$ cat src/rtl/grs_nibble_mux.sv
module grs_nibble_mux #(
  parameter int START_DLY = 4
) (
  input  logic        clk,
  input  logic        rst_n,
  input  logic [7:0]  pix_in,
  input  logic        tip_win,
  input  logic [2:0]  fld_cnt,
  input  logic        pal_mode,
  input  logic        v_inv,
  input  logic [23:0] sc_freq,
  input  logic [23:0] sc_phase,
  input  logic        pkt_off,
  input  logic        blank_unlk,
  input  logic        locked,
  output logic [7:0]  bus_out
);
  localparam int NIBS = 13;
  localparam int DW   = $clog2(START_DLY) + 1;
  localparam int PW   = 4 * NIBS;

  logic          tip_q, arm, act;
  logic [DW-1:0] dly;
  logic [3:0]    idx;
  logic [PW-1:0] sh;
  logic [3:0]    fld_nib;
  logic          tip_rise, send, force_lo;

  assign tip_rise = tip_win & ~tip_q;
  assign fld_nib  = {pal_mode ? ~v_inv : 1'b1, pal_mode & fld_cnt[2], fld_cnt[1:0]};
  assign send     = act & ~pkt_off;
  assign force_lo = ~locked & blank_unlk;
  assign bus_out  = send ? {4'h0, sh[PW-1 -: 4]} : (force_lo ? 8'h00 : pix_in);

  always_ff @(posedge clk) begin
    if (!rst_n) begin
      tip_q <= 1'b0;
      arm   <= 1'b0;
      act   <= 1'b0;
      dly   <= '0;
      idx   <= '0;
      sh    <= '0;
    end else begin
      tip_q <= tip_win;
      if (act) begin
        sh <= {sh[PW-5:0], 4'h0};
        if (idx == 4'(NIBS - 1)) act <= 1'b0;
        else                     idx <= idx + 4'd1;
      end else if (arm) begin
        if (dly == '0) begin
          arm <= 1'b0;
          act <= 1'b1;
          idx <= '0;
          sh  <= {fld_nib, sc_freq, sc_phase};
        end else begin
          dly <= dly - 1'b1;
        end
      end else if (tip_rise) begin
        arm <= 1'b1;
        dly <= DW'(START_DLY - 1);
      end
    end
  end

  AST_NIB_HI_ZERO: assert property (@(posedge clk) disable iff (!rst_n)
    send |-> bus_out[7:4] == 4'h0);
  AST_PKT_END: assert property (@(posedge clk) disable iff (!rst_n)
    act && idx == 4'(NIBS - 1) |=> !act);
  AST_IDX_STEP: assert property (@(posedge clk) disable iff (!rst_n)
    act && idx != 4'(NIBS - 1) |=> act && idx == $past(idx) + 4'd1);
  AST_START: assert property (@(posedge clk) disable iff (!rst_n)
    arm && dly == '0 |=> act && idx == 4'd0);
  AST_NO_RETRIG: assert property (@(posedge clk) disable iff (!rst_n)
    arm && dly != '0 |=> arm && dly == $past(dly) - 1'b1);
  AST_EXCL: assert property (@(posedge clk) disable iff (!rst_n)
    !(arm && act));
  AST_BLANK_LOW: assert property (@(posedge clk) disable iff (!rst_n)
    force_lo && !send |-> bus_out == 8'h00);
endmodule

$ cat config.mk
export PLATFORM = sky130hd
export DESIGN_NAME = grs_nibble_mux
export DESIGN_NICKNAME = d
export VERILOG_FILES = /design/src/rtl/grs_nibble_mux.sv
export SDC_FILE = /design/constraint.sdc
export NUM_CORES = 1
export LEC_CHECK = 0
export ABC_CLOCK_PERIOD_IN_PS = 1400
export CORE_MARGIN = 5
export CORE_UTILIZATION = 35
export CTS_BUF_LIST = sky130_fd_sc_hd__clkbuf_8
export DETAILED_ROUTE_END_ITERATION = 7
export PLACE_DENSITY_LB_ADDON = 0.3
export SLEW_MARGIN = 15
export SYNTH_ARGS = -nofsm -noshare
export SYNTH_HDL_FRONTEND = slang
export SYNTH_SLANG_ARGS = --single-unit
export TNS_END_PERCENT = 1
$ cat constraint.sdc
create_clock -name clk -period 1.4 [get_ports clk]
set_input_delay 0.28 -clock clk [delete_from_list [all_inputs] [get_ports clk]]
set_output_delay 0.28 -clock clk [all_outputs]
set_load 0.1 [all_outputs]
# Word-level counts from Yosys, hierarchy flattened
# Index checks and enable logic that the tools add are counted.
dict set report totals {
  register_bits 62
  inputBits 67
  out_inout_bits 8
  word_cells 51
}
dict set report op_classes {
  n_addsub 2
  n_eq_ne 3
  n_mux 20
  bitwise 10
  n_reduce_logical 9
}
# op count
set op_table {}
lappend op_table {{$mux W52} 3}
lappend op_table {{$mux W4} 4}
lappend op_table {{$mux W8} 2}
lappend op_table {{$mux W3} 3}
lappend op_table {{$mux W1} 8}
lappend op_table {{$not A1 Y1} 6}
lappend op_table {{$reduce_and A3 Y1} 2}
lappend op_table {{$reduce_bool A2 Y1} 3}
lappend op_table {{$add A4 B1 Y4 const B} 1}
lappend op_table {{$and A1 B1 Y1} 4}
lappend op_table {{$eq A4 B4 Y1 const B} 1}
lappend op_table {{$ne A2 B2 Y1 const B} 2}
lappend op_table {{$reduce_and A2 Y1} 2}
lappend op_table {{$logic_not A3 Y1} 1}
lappend op_table {{$sub A3 B1 Y3 const B} 1}
lappend op_table {{$reduce_or A2 Y1} 1}

# Depth between registers and ports, before layout
# Gate-level depths: netlist of the first run.
dict set report depth {
  ltp_word 5
  mapped_depth 7
  ltp_nobuf 6
}

# Worst setup path after synthesis of the first run
# Ideal clock, no wire load.
dict set report synth_path {
  kind {reg-to-output}
  startpoint {register act}
  endpoint {output bus_out[0]}
  arrival_time_ns 1.754
  t_required_ns 1.120
  slack_ns -0.634
  stages_incl_launch_ff 6
  cell_sequence {dfxtp_1 -> buf_6 -> inv_1 -> nor2_1 -> a21oi_1 -> a22o_1}
}
dict set report synth_between {
  elab_chain_len 2
}
# element line_no
set synth_rtl {}
lappend synth_rtl {{from (decl)} 22} ;# logic tip_q, arm, act;
lappend synth_rtl {{from (signal assigned)} 39} ;# act <= 1'b0;
lappend synth_rtl {{from (signal assigned)} 47} ;# if (idx == 4'(NIBS - 1)) act <= 1'b0;
lappend synth_rtl {{from (signal assigned)} 52} ;# act <= 1'b1;
lappend synth_rtl {{$and A1 B1 Y1} 31} ;# assign send = act & ~pkt_off;
lappend synth_rtl {{$mux W8} 33} ;# assign bus_out = send ? {4'h0, sh[PW-1 -: 4]} : (force_lo ? 8'h00 : pix_in);
lappend synth_rtl {{to (decl)} 16} ;# output logic [7:0] bus_out
# No other way between the ends.

# Worst setup path after layout of the first run
dict set report layout_path {
  startpoint {input blank_unlk}
  endpoint {output bus_out[7]}
}
dict set report layout_between {
  elab_chain_len 3
}
# element line_no
set layout_rtl {}
lappend layout_rtl {{from (decl)} 14} ;# input logic blank_unlk,
lappend layout_rtl {{$and A1 B1 Y1} 32} ;# assign force_lo = ~locked & blank_unlk;
lappend layout_rtl {{$mux W8 (2 in a row)} 33}
# No other way between the ends.

==> results.cfg, run 1 <==
[outcome]
violations = setup timing
status = complete, but fails checks

[min_path]
hold-path-cell-count = 3
hp-class = primary input to flop
hold_start = rst_n
holdPathEnd = arm

[layout]
drive_gt1_frac = 0.1332
area_delta_synth_final_pct = 46.48
final_net_count = 494
antenna_cells = 0
layout_commonest_cell = nand2_1
final_cell_mix = nand2_1 (111), clkdlybuf4s50_1 (63), dfxtp_1 (60)

[floorplanning]
die_w_um = 97.57
pin_count = 75
fp.dieH_um = 97.57
dieArea_um2 = 9519
core_um2 = 7607
initial_core_util = 0.3528
num_rows = 32

[sta]
period_share = 1.200
tightest_slew_ns = 0.3540
slew_headroom = 0.7640
layout_setup_ws_ns = -0.2797
fmax_ghz = 0.5953
setup_viol = 8
fin_crit_ns = 1.680
hold_violations = 0
rsz0062_at_grt = true
slew_violations = 0
fin_skew_ns = 0.008600
timing.hold.ws_ns = 0.3416

[setup_path]
cp_data_required_time_ns = 1.12
worst_path_largest_cell_delay_ns = 0.44
path_buf_inv = 2
timing.rr.start = dly[0]
cp-end-kind = primary output
startpoint_type = primary input
cp_data_arrival_time_ns = 1.40
timing.rr.end = sh[40]
crit_chain = clkdlybuf4s50_1 > a21oi_4 > and2_4 > buf_12
crit_slowest_cell = clkdlybuf4s50_1
r2r_cells = 6
path_class = primary input to primary output
regToRegSetupSlack_ns = 0.02
cp_max_fo = 8
crit_family = buffers and inverters

[synthesis]
synth_xor_area_frac = 0
ys_seq_area_frac = 0.4625
yosys.area_share.adder = 0.01865
netlist.area_leader.share = 0.4625
ys_top_cells_by_area = dfxtp_1 (46%), nand2_1 (16%), a31oi_1 (11%)
syn-cell-area_um2 = 2684
synthDistinctLibCells = 26
synth-compound-area-share = 0.2564
ys_ff_latch = 62
yosys_warnings = 0
synthCells = 353
synthMuxAreaShare = 0
synth-simple-area-share = 0.2033
syn_nets = 424
yosysTopAreaCell = dfxtp_1
synth_top_family_by_area = compound AO/OA/AOI/OAI gates
synth_area_per_cell_um2 = 7.603

[placed_design]
dp_hpwl_mm = 4.592
place.gp.congestion = 0.7960
portBuffers = 74
dp_slack_ns = -0.3622

[pwr]
switching_share = 0.2972
p_switching_mw = 1.489
power_frac_comb = 0.256
p_int_mw = 3.520
power_density_nw_per_um2 = 1274
clkPwrFrac = 0.314
leakage_nw = 1.423
pwr-share-seq = 0.430
irDropWorstVdd_uv = 569.6

[global_route]
grt-ovfl-total = 0
grt_pass1_wl_mm = 11.59
grt_max_degree = 65
grt_usage = 0.1443
antenna_found_initial = 0
grt_pass1_vias = 2515

[routing]
drt_first_pass_iters = 4
drt_iter0_drc = 160
vias = 2680
routedWlPerCell_um = 12.60
drt-total-wl_mm = 6.677
via_per_inst = 5.057
drc = 0
ant_nets = 0

[cts]
clock_tree.root_cell = clkbuf_8
h-tree-depth = 3
clkTransAtPathRegs_ns = 0.06
cts_tree = yes
cts.sinks = 62
insertion_delay_ns = 0.33
clock_path_buffers = 2
cts_inserted_buffers = 9

[run]
maxCapViolCount = 0
[cells by family (layout without fill, tap and decap cells)]
family	Yosys count	after routing
buffers and inverters	36	111
flip-flops	62	62
AND/OR/NAND/NOR	133	133
AO/OA/AOI/OAI	118	118
adder cells (fa/ha/maj)	4	4
[cell usage after synthesis]
cell,count
and2_1,6
nand2_1,112
nand4_1,1
inv_1,8
a22o_1,4
clkbuf_1,14
nand3b_1,1
or3_1,1
a21o_1,1
nor2_1,2
buf_2,13
or4_1,1
nor3_1,1
o21ai_0,52
and3b_1,1
nand3_1,6
o22ai_1,3
or3b_1,1
a31oi_1,47
dfxtp_1,62
a21oi_1,8
a221oi_2,1
o32ai_1,1
buf_6,1
ha_1,4
o221ai_1,1
[through the flow]
step           TNS [ns]  power, mW  cell area [um2]  std cells  utilization
2_1_floorplan  -0.01425      2.954             2753        353            -
3_3_place_gp     -3.215      3.435             3716        514       0.4885
3_5_place_dp     -3.596      3.456             3716        514       0.4885
4_1_cts          -2.327      5.033             3918        530       0.5150
5_1_grt          -3.789      5.314             3931        530       0.5168
6_report         -2.060      5.009             3931        530       0.5168
[sequential cells by signal (all words and copies together) (netlist names)]
register and flops:
sh 52, idx 4, dly 3, act 1, arm 1, tip_q 1
[area by class of cell]
| cell class | instances | area (um2) |
|---|---|---|
| fillers | 739 | 3676 |
| clock buffers | 11 | 151.4 |
| inverters | 8 | 35.03 |
| flip-flops and latches | 62 | 1244 |
| well taps | 102 | 127.6 |
| clock inverters | 5 | 48.80 |
| repair buffers | 87 | 960.9 |
| multi-input cells | 255 | 1364 |
[layer usage]
layer / wire length [um] / vias to the layer above / part of all wire / GRT usage
met2: 2816 / 80 / 0.42 / 0.2040
met1: 3425 / 1222 / 0.51 / 0.2090
met3: 337 / 12 / 0.050 / 0.03733
met4: 97 / 0 / 0.015 / 0.05431
met5: 0 / - / 0 / 0
li1: - / 1366 / - / -
[power groups by stage]
| stage | logic [mW] | clock network, mW | registers (mW) |
|---|---|---|---|
| after floorplan | 0.808 | 0 | 2.15 |
| final | 1.28 | 1.57 | 2.15 |
| after global placement | 1.25 | 0 | 2.18 |
| after detailed placement | 1.27 | 0 | 2.18 |
| after global routing | 1.42 | 1.70 | 2.19 |
| after CTS | 1.28 | 1.60 | 2.15 |
[timing repair]
item                                    in CTS  in global routing
setup buffers                                0                  0
gates resized for setup                      6                  5
pin swaps                                    4                 18
hold buffers                                 0                  0
endpoints found under the setup margin      53                 60
endpoints found under the hold margin        0                  0
[worst reg2reg max path, cell delays in order (launching register included)]
cell	delay, ns
dfxtp_2	0.32
inv_2	0.07
ha_4	0.14
and3b_2	0.32
buf_12	0.20
nand2_1	0.07
a31oi_1	0.17
[how the worst max path moves through the flow]
| stage | start | end | slack (ns) | cells past startpoint |
|---|---|---|---|---|
| floorplan | act | bus_out[4] | -0.008 | 5 |
| global placement | pkt_off | bus_out[4] | -0.34 | 5 |
| detailed placement | pkt_off | bus_out[4] | -0.36 | 5 |
| CTS | act | bus_out[4] | -0.29 | 5 |
| global route | act | bus_out[7] | -0.34 | 5 |
| finish | blank_unlk | bus_out[7] | -0.28 | 4 |
(Power assumes the default switching activity.)
==> run 2: changes to the inputs <==
--- a/config.mk
+++ b/config.mk
@@ -9,6 +9,7 @@
 export CORE_MARGIN = 5
 export CORE_UTILIZATION = 35
 export CTS_BUF_LIST = sky130_fd_sc_hd__clkbuf_8
+export CTS_CLUSTER_DIAMETER = 40
 export DETAILED_ROUTE_END_ITERATION = 7
 export PLACE_DENSITY_LB_ADDON = 0.3
 export SLEW_MARGIN = 15
==> results of run 2 <==
No change in the layout: final DEF, timing and power equal those of run 1.
==> run 3: changes to the inputs <==
--- a/config.mk
+++ b/config.mk
@@ -6,11 +6,14 @@
 export NUM_CORES = 1
 export LEC_CHECK = 0
 export ABC_CLOCK_PERIOD_IN_PS = 1400
+export CELL_PAD_IN_SITES_DETAIL_PLACEMENT = 2
+export CELL_PAD_IN_SITES_GLOBAL_PLACEMENT = 2
 export CORE_MARGIN = 5
-export CORE_UTILIZATION = 35
+export CORE_UTILIZATION = 25
 export CTS_BUF_LIST = sky130_fd_sc_hd__clkbuf_8
 export CTS_CLUSTER_DIAMETER = 40
 export DETAILED_ROUTE_END_ITERATION = 7
+export GPL_ROUTABILITY_DRIVEN = 0
 export PLACE_DENSITY_LB_ADDON = 0.3
 export SLEW_MARGIN = 15
 export SYNTH_ARGS = -nofsm -noshare
==> results.cfg, run 3 (synthesis results as in run 1) <==
[sta]
period_share = 1.209
setup_viol = 9
fin_skew_ns = 0.007969
hold_violations = 0
rsz0062_at_grt = true
fmax_ghz = 0.5907
timing.hold.ws_ns = 0.3618
layout_setup_ws_ns = -0.2929
slew_violations = 0
tightest_slew_ns = 0.3279
slew_headroom = 0.7809
fin_crit_ns = 1.693

[layout]
final_cell_mix = nand2_1 (111), clkdlybuf4s50_1 (63), dfxtp_1 (60)
reg_top3 = sh x52, idx x4, dly x3
layout_commonest_cell = nand2_1
final_net_count = 497
antenna_cells = 0
fin_util = 0.3861
largest_reg_flops = 52
area_delta_synth_final_pct = 49.84
regMostFlops = sh
fill_cells = 1202
multi_input_area_um2 = 1375
drive_gt1_frac = 0.1462
final_area_um2 = 4021
ff_latch_area_um2 = 1246

[cts]
cts_inserted_buffers = 9
clock_path_buffers = 2
cts_tree = yes
clock_tree.root_cell = clkbuf_8
h-tree-depth = 3
cts.sinks = 62
clkTransAtPathRegs_ns = 0.07
insertion_delay_ns = 0.33

[setup_path]
path_class = flop to primary output
cp-end-kind = primary output
path_common_cell = buf_12
crit_family = flip-flops
cp_data_arrival_time_ns = 1.41
cp_max_fo = 8
crit_chain = inv_6 > nor2_4 > a21oi_4 > buf_12 > a22o_4 > buf_12
r2r_cells = 6
regToRegSetupSlack_ns = -0.01
worst_path_largest_cell_delay_ns = 0.37
cp_data_required_time_ns = 1.12
crit_slowest_cell = dfxtp_4
startpoint_type = flop
timing.rr.end = idx[3]
endpoint = bus_out[2]
worst-path-stages = 6
timing.rr.start = idx[0]
path_buf_inv = 3
startpoint = act

[global_route]
antenna_found_initial = 0
grt_pass1_vias = 3041
grt_usage = 0.1417
busiest_layer = met2
use_met3 = 0.02334
grt_pass1_wl_mm = 14.85
grt_max_degree = 61
use_met2 = 0.2352
grtUsageMet1 = 0.1864
grt-ovfl-total = 0

[floorplanning]
fp.dieH_um = 113.6
core_um2 = 10420
pin_count = 75
initial_core_util = 0.2577
die_w_um = 113.6
num_rows = 37
dieArea_um2 = 12910

[routing]
drc = 0
routedWlPerCell_um = 15.75
drt-total-wl_mm = 8.931
vias = 2778
ant_nets = 0
via_per_inst = 4.899
drt_iter0_drc = 76
drt_first_pass_iters = 4

[run]
maxCapViolCount = 0

[pwr]
irDropWorstVdd_uv = 447.8
power_density_nw_per_um2 = 1220
leakage_nw = 1.432

[outcome]
violations = setup timing
status = complete, but fails checks

[placed_design]
portBuffers = 74
postPlaceCellArea_um2 = 3799
dp_slack_ns = -0.3883
dp_hpwl_mm = 6.252

[min_path]
hp-class = primary input to flop
## run 3: stage by stage
stage          std cells  TNS (ns)  total power [mW]
2_1_floorplan        353  -0.01425             2.954
3_3_place_gp         550    -3.234             3.497
3_5_place_dp         550    -4.455             3.556
4_1_cts              567    -2.486             4.982
5_1_grt              567    -4.415             5.211
6_report             567    -2.183             4.908
## run 3: worst min-delay path by stage
stage	start	to	slack, ns	cells after the start
after floorplan	tip_win	tip_q	0.40	1
after global placement	sh[0]	sh[0]	0.45	2
after detailed placement	sh[3]	sh[3]	0.45	2
after CTS	rst_n	dly[1]	0.34	3
after global routing	rst_n	dly[1]	0.38	3
final	rst_n	dly[1]	0.36	3
## run 3: power by group
| part | internal (mW) | leakage, nW | total [mW] | switching (mW) |
|---|---|---|---|---|
| Combinational | 0.635 | 0.838 | 1.38 | 0.746 |
| Clock | 0.629 | 0.0862 | 1.36 | 0.735 |
| Sequential | 2.02 | 0.508 | 2.16 | 0.142 |
## run 3: area by class of cell
class,instances,share of cell area
Clock buffer,9,0.03080
Clock inverter,7,0.01058
Inverter,8,0.008712
Multi-Input combinational cell,255,0.3419
Sequential cell,62,0.3099
Tap cell,136,0.04231
Timing Repair Buffer,90,0.2558
## run 3: timing repair
| action | CTS | global route |
|---|---|---|
| pin swaps | 5 | 16 |
| endpoints found under the setup margin | 58 | 59 |
| hold buffers | 0 | 0 |
| resized for setup | 9 | 8 |
| setup buffers | 1 | 0 |
## run 3: metal layers
layer	vias up	part of all wire	wire, um
met5	-	0	0
met4	0	0.012	111
met3	9	0.030	270
met2	54	0.47	4224
met1	1341	0.48	4325
li1	1374	-	-
## run 3: tightest hold or removal path, delay by kind of cell
kind,cells,cell delay [ns]
AO/OA/AOI/OAI,1,0.05
buffers and inverters,2,0.31
